==> config.mk <==
export PLATFORM = sky130hd
export DESIGN_NAME = uart_marker_tx
export DESIGN_NICKNAME = d
export VERILOG_FILES = /design/src/rtl/uart_tx_pkg.sv /design/src/rtl/utx_div16.sv /design/src/rtl/utx_shifter.sv /design/src/rtl/utx_seq.sv /design/src/rtl/uart_marker_tx.sv
export SDC_FILE = /design/constraint.sdc
export NUM_CORES = 1
export LEC_CHECK = 0
export BUFFER_PORTS_ARGS = -buffer_cell sky130_fd_sc_hd__buf_2
export CAP_MARGIN = 0
export CELL_PAD_IN_SITES_DETAIL_PLACEMENT = 1
export CELL_PAD_IN_SITES_GLOBAL_PLACEMENT = 1
export CORE_UTILIZATION = 39
export CTS_CLUSTER_DIAMETER = 120
export CTS_CLUSTER_SIZE = 14
export DETAILED_ROUTE_END_ITERATION = 16
export PLACE_DENSITY_LB_ADDON = 0.1
export SLEW_MARGIN = 20
export SYNTH_ARGS = -nofsm -noshare
export SYNTH_HDL_FRONTEND = slang
export SYNTH_SLANG_ARGS = --single-unit
==> constraint.sdc <==
create_clock -name clk -period 1.9 [get_ports clk]
set_input_delay 0.095 -clock clk [delete_from_list [all_inputs] [get_ports clk]]
set_output_delay 0.095 -clock clk [all_outputs]
set_load 0.03 [all_outputs]
==> src/rtl/uart_tx_pkg.sv <==
// Package: shared types for the marker-bit serial transmitter.
// Assumes: nothing beyond IEEE 1800-2017.
package uart_tx_pkg;

    // Frame sequencer phase.
    typedef enum logic [1:0] {
        PH_IDLE  = 2'd0,   // line high, ready for a write
        PH_WAIT  = 2'd1,   // write taken, waiting for a rollover
        PH_START = 2'd2,   // start bit on the line
        PH_DATA  = 2'd3    // shift register drives the line
    } tx_phase_t;

endpackage

==> src/rtl/utx_div16.sv <==
// Module: utx_div16
// Free-running bit-time divider. It counts 16x-baud enable pulses and
// flags the cycle in which the count wraps, which is one bit boundary.
// Assumes: tick16 is a single-cycle pulse; reset is synchronous, active low.
module utx_div16 #(
    parameter int DIV_W = 4
) (
    input  logic clk,
    input  logic rst_n,
    input  logic tick16,
    output logic roll
);
    localparam logic [DIV_W-1:0] CNT_MAX = {DIV_W{1'b1}};

    logic [DIV_W-1:0] cnt;

    // Advance the counter on every enable pulse.
    always_ff @(posedge clk) begin
        if (!rst_n)
            cnt <= '0;
        else if (tick16)
            cnt <= cnt + 1'b1;
    end

    // A bit boundary is the pulse that wraps the counter.
    assign roll = tick16 && (cnt == CNT_MAX);

    AST_ROLL_WRAPS: assert property (@(posedge clk) disable iff (!rst_n)
        roll |=> (cnt == '0));

endmodule

==> src/rtl/utx_shifter.sv <==
// Module: utx_shifter
// Transmit shift register. A load fills the byte and the ninth position.
// A shift moves toward the output bit and inserts the fill bit at the top.
// The marker output is high when only a single '1' sits just above the
// output bit.
// Assumes: load and shift never occur in the same cycle.
module utx_shifter #(
    parameter int DATA_W = 8
) (
    input  logic              clk,
    input  logic              rst_n,
    input  logic              load,
    input  logic [DATA_W-1:0] load_data,
    input  logic              load_top,
    input  logic              shift,
    input  logic              fill,
    output logic              out_bit,
    output logic              marker
);
    localparam int SR_W = DATA_W + 1;

    logic [SR_W-1:0] sr;

    // Load a new frame or move one position toward the output.
    always_ff @(posedge clk) begin
        if (!rst_n)
            sr <= '0;
        else if (load)
            sr <= {load_top, load_data};
        else if (shift)
            sr <= {fill, sr[SR_W-1:1]};
    end

    // The output position is bit 0; the marker test looks above it.
    assign out_bit = sr[0];
    assign marker  = sr[1] && (sr[SR_W-1:2] == '0);

    AST_SR_HOLDS: assert property (@(posedge clk) disable iff (!rst_n)
        (!load && !shift) |=> $stable(sr));

endmodule

==> src/rtl/utx_seq.sv <==
// Module: utx_seq
// Frame sequencer. It takes a write when idle and waits for a bit boundary.
// It then sends the start bit and hands the line to the shift register.
// It ends the frame when the marker is seen after the first shift.
// Assumes: roll marks bit boundaries; marker/out_bit come from utx_shifter.
module utx_seq
    import uart_tx_pkg::*;
(
    input  logic clk,
    input  logic rst_n,
    input  logic roll,
    input  logic wr_en,
    input  logic mode11,
    input  logic done_clr,
    input  logic marker,
    input  logic out_bit,
    output logic load,
    output logic shift,
    output logic fill,
    output logic txd,
    output logic tx_done
);
    tx_phase_t phase;
    logic      shifted;
    logic      mode_q;
    logic      done_q;
    logic      finish;

    // A write is taken only when the line is idle.
    assign load   = wr_en && (phase == PH_IDLE);
    // Every data-phase boundary shifts, including the final one.
    assign shift  = roll && (phase == PH_DATA);
    assign finish = shift && shifted && marker;
    // The stop bit enters at the top on the first shift of an 11-bit frame.
    assign fill   = mode_q && !shifted;

    // Phase, first-shift and mode bookkeeping.
    always_ff @(posedge clk) begin
        if (!rst_n) begin
            phase   <= PH_IDLE;
            shifted <= 1'b0;
            mode_q  <= 1'b0;
        end else begin
            case (phase)
                PH_IDLE: if (wr_en) begin
                    phase  <= PH_WAIT;
                    mode_q <= mode11;
                end
                PH_WAIT:  if (roll) phase <= PH_START;
                PH_START: if (roll) begin
                    phase   <= PH_DATA;
                    shifted <= 1'b0;
                end
                PH_DATA: if (roll) begin
                    if (finish) phase <= PH_IDLE;
                    shifted <= 1'b1;
                end
                default: phase <= PH_IDLE;
            endcase
        end
    end

    // Sticky done flag; a new completion outranks a clear.
    always_ff @(posedge clk) begin
        if (!rst_n)
            done_q <= 1'b0;
        else if (finish)
            done_q <= 1'b1;
        else if (done_clr)
            done_q <= 1'b0;
    end

    // Line driver: low for start, register bit for data, high otherwise.
    always_comb begin
        case (phase)
            PH_START: txd = 1'b0;
            PH_DATA:  txd = out_bit;
            default:  txd = 1'b1;
        endcase
    end

    assign tx_done = done_q;

    AST_START_ON_ROLL: assert property (@(posedge clk) disable iff (!rst_n)
        (phase == PH_START && $past(phase) != PH_START) |-> $past(roll));
    AST_START_LOW: assert property (@(posedge clk) disable iff (!rst_n)
        (phase == PH_START) |-> !txd);
    AST_DONE_ON_ROLL: assert property (@(posedge clk) disable iff (!rst_n)
        $rose(done_q) |-> $past(roll));
    AST_DONE_HOLDS: assert property (@(posedge clk) disable iff (!rst_n)
        (done_q && !done_clr) |=> done_q);
    AST_WAIT_HIGH: assert property (@(posedge clk) disable iff (!rst_n)
        (phase == PH_WAIT) |-> txd);

endmodule

==> src/rtl/uart_marker_tx.sv <==
// Module: uart_marker_tx
// Top of the marker-bit serial transmitter: divider, sequencer, shifter.
// Assumes: a single clock; tick16 is a one-cycle pulse at 16x the baud rate.
module uart_marker_tx #(
    parameter int DATA_W = 8,
    parameter int DIV_W  = 4
) (
    input  logic              clk,
    input  logic              rst_n,
    input  logic              tick16,
    input  logic              wr_en,
    input  logic [DATA_W-1:0] wr_data,
    input  logic              bit9_in,
    input  logic              mode11,
    input  logic              done_clr,
    output logic              txd,
    output logic              tx_done
);
    logic roll;
    logic load;
    logic shift;
    logic fill;
    logic out_bit;
    logic marker;
    logic load_top;

    // In 10-bit frames the top position holds the stop bit from the start.
    assign load_top = mode11 ? bit9_in : 1'b1;

    utx_div16 #(.DIV_W(DIV_W)) u_div (
        .clk    (clk),
        .rst_n  (rst_n),
        .tick16 (tick16),
        .roll   (roll)
    );

    utx_seq u_seq (
        .clk      (clk),
        .rst_n    (rst_n),
        .roll     (roll),
        .wr_en    (wr_en),
        .mode11   (mode11),
        .done_clr (done_clr),
        .marker   (marker),
        .out_bit  (out_bit),
        .load     (load),
        .shift    (shift),
        .fill     (fill),
        .txd      (txd),
        .tx_done  (tx_done)
    );

    utx_shifter #(.DATA_W(DATA_W)) u_sr (
        .clk       (clk),
        .rst_n     (rst_n),
        .load      (load),
        .load_data (wr_data),
        .load_top  (load_top),
        .shift     (shift),
        .fill      (fill),
        .out_bit   (out_bit),
        .marker    (marker)
    );

endmodule

==> results_dict.tcl <==
set metrics [dict create \
    initial_core_util_pct 41.0 \
    antenna_found_initial 0 \
    tightest_slew_ns 0.354 \
    detail-route-antenna-nets 0 \
    track_usage_pct 18.3 \
    drc 0 \
    synthXorXnorAreaFrac_pct 2.92 \
    viasPerCell 5.30 \
    critPathMaxFanout 12 \
    arrival_ns 1.77 \
    synth_area_leaders "dfxtp_1 (40%), a311oi_1 (8.8%), ha_1 (8.4%)" \
    min_path_type "primary input to register" \
    root_buffer "clkbuf_4" \
    synth_top_family_by_area "simple AND/OR/NAND/NOR gates" \
    startpoint "u_div.cnt[0]" \
    diodes 0 \
    ir_drop_uv 431 \
    yosys-top-cells-count "dfxtp_1 (18), nand2_1 (18), nor2_1 (14), a311oi_1 (9), nand3_1 (9)" \
    cts_tree "yes" \
    drive_above_1_share_pct 22.0 \
    hold_end "u_seq.mode_q" \
    yosys-mux-area-fraction_pct 3.34 \
    cap_violations 0 \
    post_cts_buffers 0 \
    required_ns 2.10 \
    grt_pass1_wl_mm 3.55 \
    area_growth_pct 15.3 \
    leakagePower_nw 0.414 \
    place_area_um2 1000 \
    final_cell_area_mm2 0.00104 \
    synth_compound_area_share_pct 13.9 \
    fmax_mhz 634 \
    synth_area_um2 898 \
    cts-hold-fix-buffers 0 \
    fp-row-count 17 \
    dr.pass1.iters 4 \
    synth_top_area_share_pct 40.1 \
    fin_nets 145 \
    cts.clk_slew.worst_paths_ns 0.10 \
    cts-resized-gates 0 \
    grt_overflow 0 \
    synth.distinct_cells 26 \
    tns_ns 0 \
    grt_max_degree 20 \
    dp_hpwl_mm 1.58 \
    async_reset_ff_share_pct 0 \
    synth_fa_ha_area_share_pct 8.36 \
    rsz0062_at_grt "no" \
    power_density_mw_per_mm2 1150 \
    synth_top_area_cell "dfxtp_1" \
    syn-num-nets 127 \
    ys_seq_area_share_pct 40.1 \
    via_count 800 \
    die_w_um 50.0 \
    synth-seq-cells 18 \
    drt-initial-drc-count 13 \
    start_kind "register" \
    endpoint_kind "register" \
    clock_latency_ns 0.29 \
    die_height_um 50.0 \
    worst-setup-path-type "register to register" \
    clockBufferDepth 2 \
    die_area_mm2 0.00250 \
    reg2reg_depth 5 \
    ys.warnings.count 0 \
    synth_edf_count 0 \
    fillers 289 \
    core_area_mm2 0.00219 \
    min_period_over_period_pct 83.0 \
    avgRoutedWirePerCell_um 13.7 \
    min-delay-start "mode11" \
    numCtsBuffers 3 \
    gp_congestion 0.726 \
    min_path_cells 3 \
    wl_mm 2.07 \
    syn_area_per_cell_um2 8.48 \
    boundaryPins 17 \
    r2r_slack_ns 0.32 \
    htreeDepth 1 \
    synth_simple_gate_area_share_pct 25.5 \
    setup_viol 0 \
    fin_skew_ns 0.0104 \
    maxSlewViolCount 0 \
    status "finished clean" \
    ys.flop_type "dfxtp_1" \
    min_period_ns 1.58 \
    placement.io_buffers 16 \
    synth_cells 106 \
    grt_pass1_vias 826 \
    relSlewSlack_pct 76.4 \
    timing.rr.end "u_sr.sr[0]" \
    timing.rr.start "u_div.cnt[0]" \
    cts.sinks 18 \
    hold_viol 0 \
]
[worst max path at each step]
stage,cells past startpoint,end
final,5,u_sr.sr[0]
after global routing,5,u_sr.sr[0]
after CTS,5,u_sr.sr[0]
after detailed placement,5,u_sr.sr[3]
after global placement,5,u_sr.sr[8]
after floorplan,6,u_seq.mode_q
[worst max-delay path, cell delays in order (launching register included)]
cell      delay [ns]
dfxtp_1         0.35
ha_1            0.22
and4_4          0.24
nand2_1         0.29
nand2_1         0.11
a311oi_1        0.27
[per-layer routing]
layer	vias up	share of wire, %	track usage, %
li1	405	-	-
met1	383	44	21.4
met2	10	53	34.9
met3	2	2.5	2.78
met4	0	0.87	2.86
met5	-	0	0
[registers in the layout, summed over array words and instances (netlist names)]
name	flops
u_sr.sr	9
u_seq.mode_q	1
u_seq.shifted	1
u_seq.phase	2
u_seq.tx_done	1
u_div.cnt	4
[stage by stage]
| step | hold WS (ns) | worst slack, ns | cells | utilization [%] | power, W |
|---|---|---|---|---|---|
| floorplan | 0.217 | 0.486 | 106 | - | 0.000830 |
| global placement | 0.364 | 0.400 | 147 | 45.6 | 0.000940 |
| detailed placement | 0.376 | 0.328 | 147 | 45.6 | 0.000959 |
| CTS | 0.0669 | 0.301 | 151 | 47.3 | 0.00120 |
| global route | 0.0763 | 0.170 | 151 | 47.3 | 0.00127 |
| finish | 0.0683 | 0.324 | 151 | 47.3 | 0.00119 |
[kinds of logic (layout without fill, tap and decap cells)]
| group | count (synthesis) | after routing |
|---|---|---|
| and+or+nand+nor | 49 | 49 |
| buffers and inverters | 11 | 28 |
| adders and majority gates | 6 | 6 |
| xor gates and xnor gates | 3 | 3 |
| AOI/OAI and AO/OA | 16 | 16 |
| muxes | 3 | 3 |
| DFF | 18 | 18 |
[where the power goes]
part | switching (W) | leakage (nW) | internal (W)
registers | 0.0000728 | 0.148 | 0.000458
logic | 0.000243 | 0.245 | 0.000177
clock network | 0.000123 | 0.0210 | 0.000117
total | 0.000439 | 0.414 | 0.000752
[cell usage in the layout (no fill, tap or decap), types with 2 or more instances in the layout]
| cell type | n |
|---|---|
| xor2_1 | 2 |
| ha_1 | 6 |
| a21oi_1 | 4 |
| inv_1 | 4 |
| nand4_1 | 2 |
| buf_2 | 16 |
| a311oi_1 | 9 |
| dfxtp_1 | 18 |
| nor2_1 | 14 |
| mux2i_1 | 3 |
| nand3_1 | 9 |
| clkbuf_4 | 3 |
| buf_4 | 2 |
| nand2_1 | 18 |
[final cells by class]
cell class | instances | area (µm²) | area share, %
timing repair buffer | 18 | 95.1 | 9.18
tap | 28 | 35.0 | 3.38
multi-input combinational | 77 | 485 | 46.9
sequential | 18 | 360 | 34.8
inverter | 6 | 23.8 | 2.29
clock buffer | 4 | 36.3 | 3.50
Note: power is estimated with default switching activity, not from simulation.
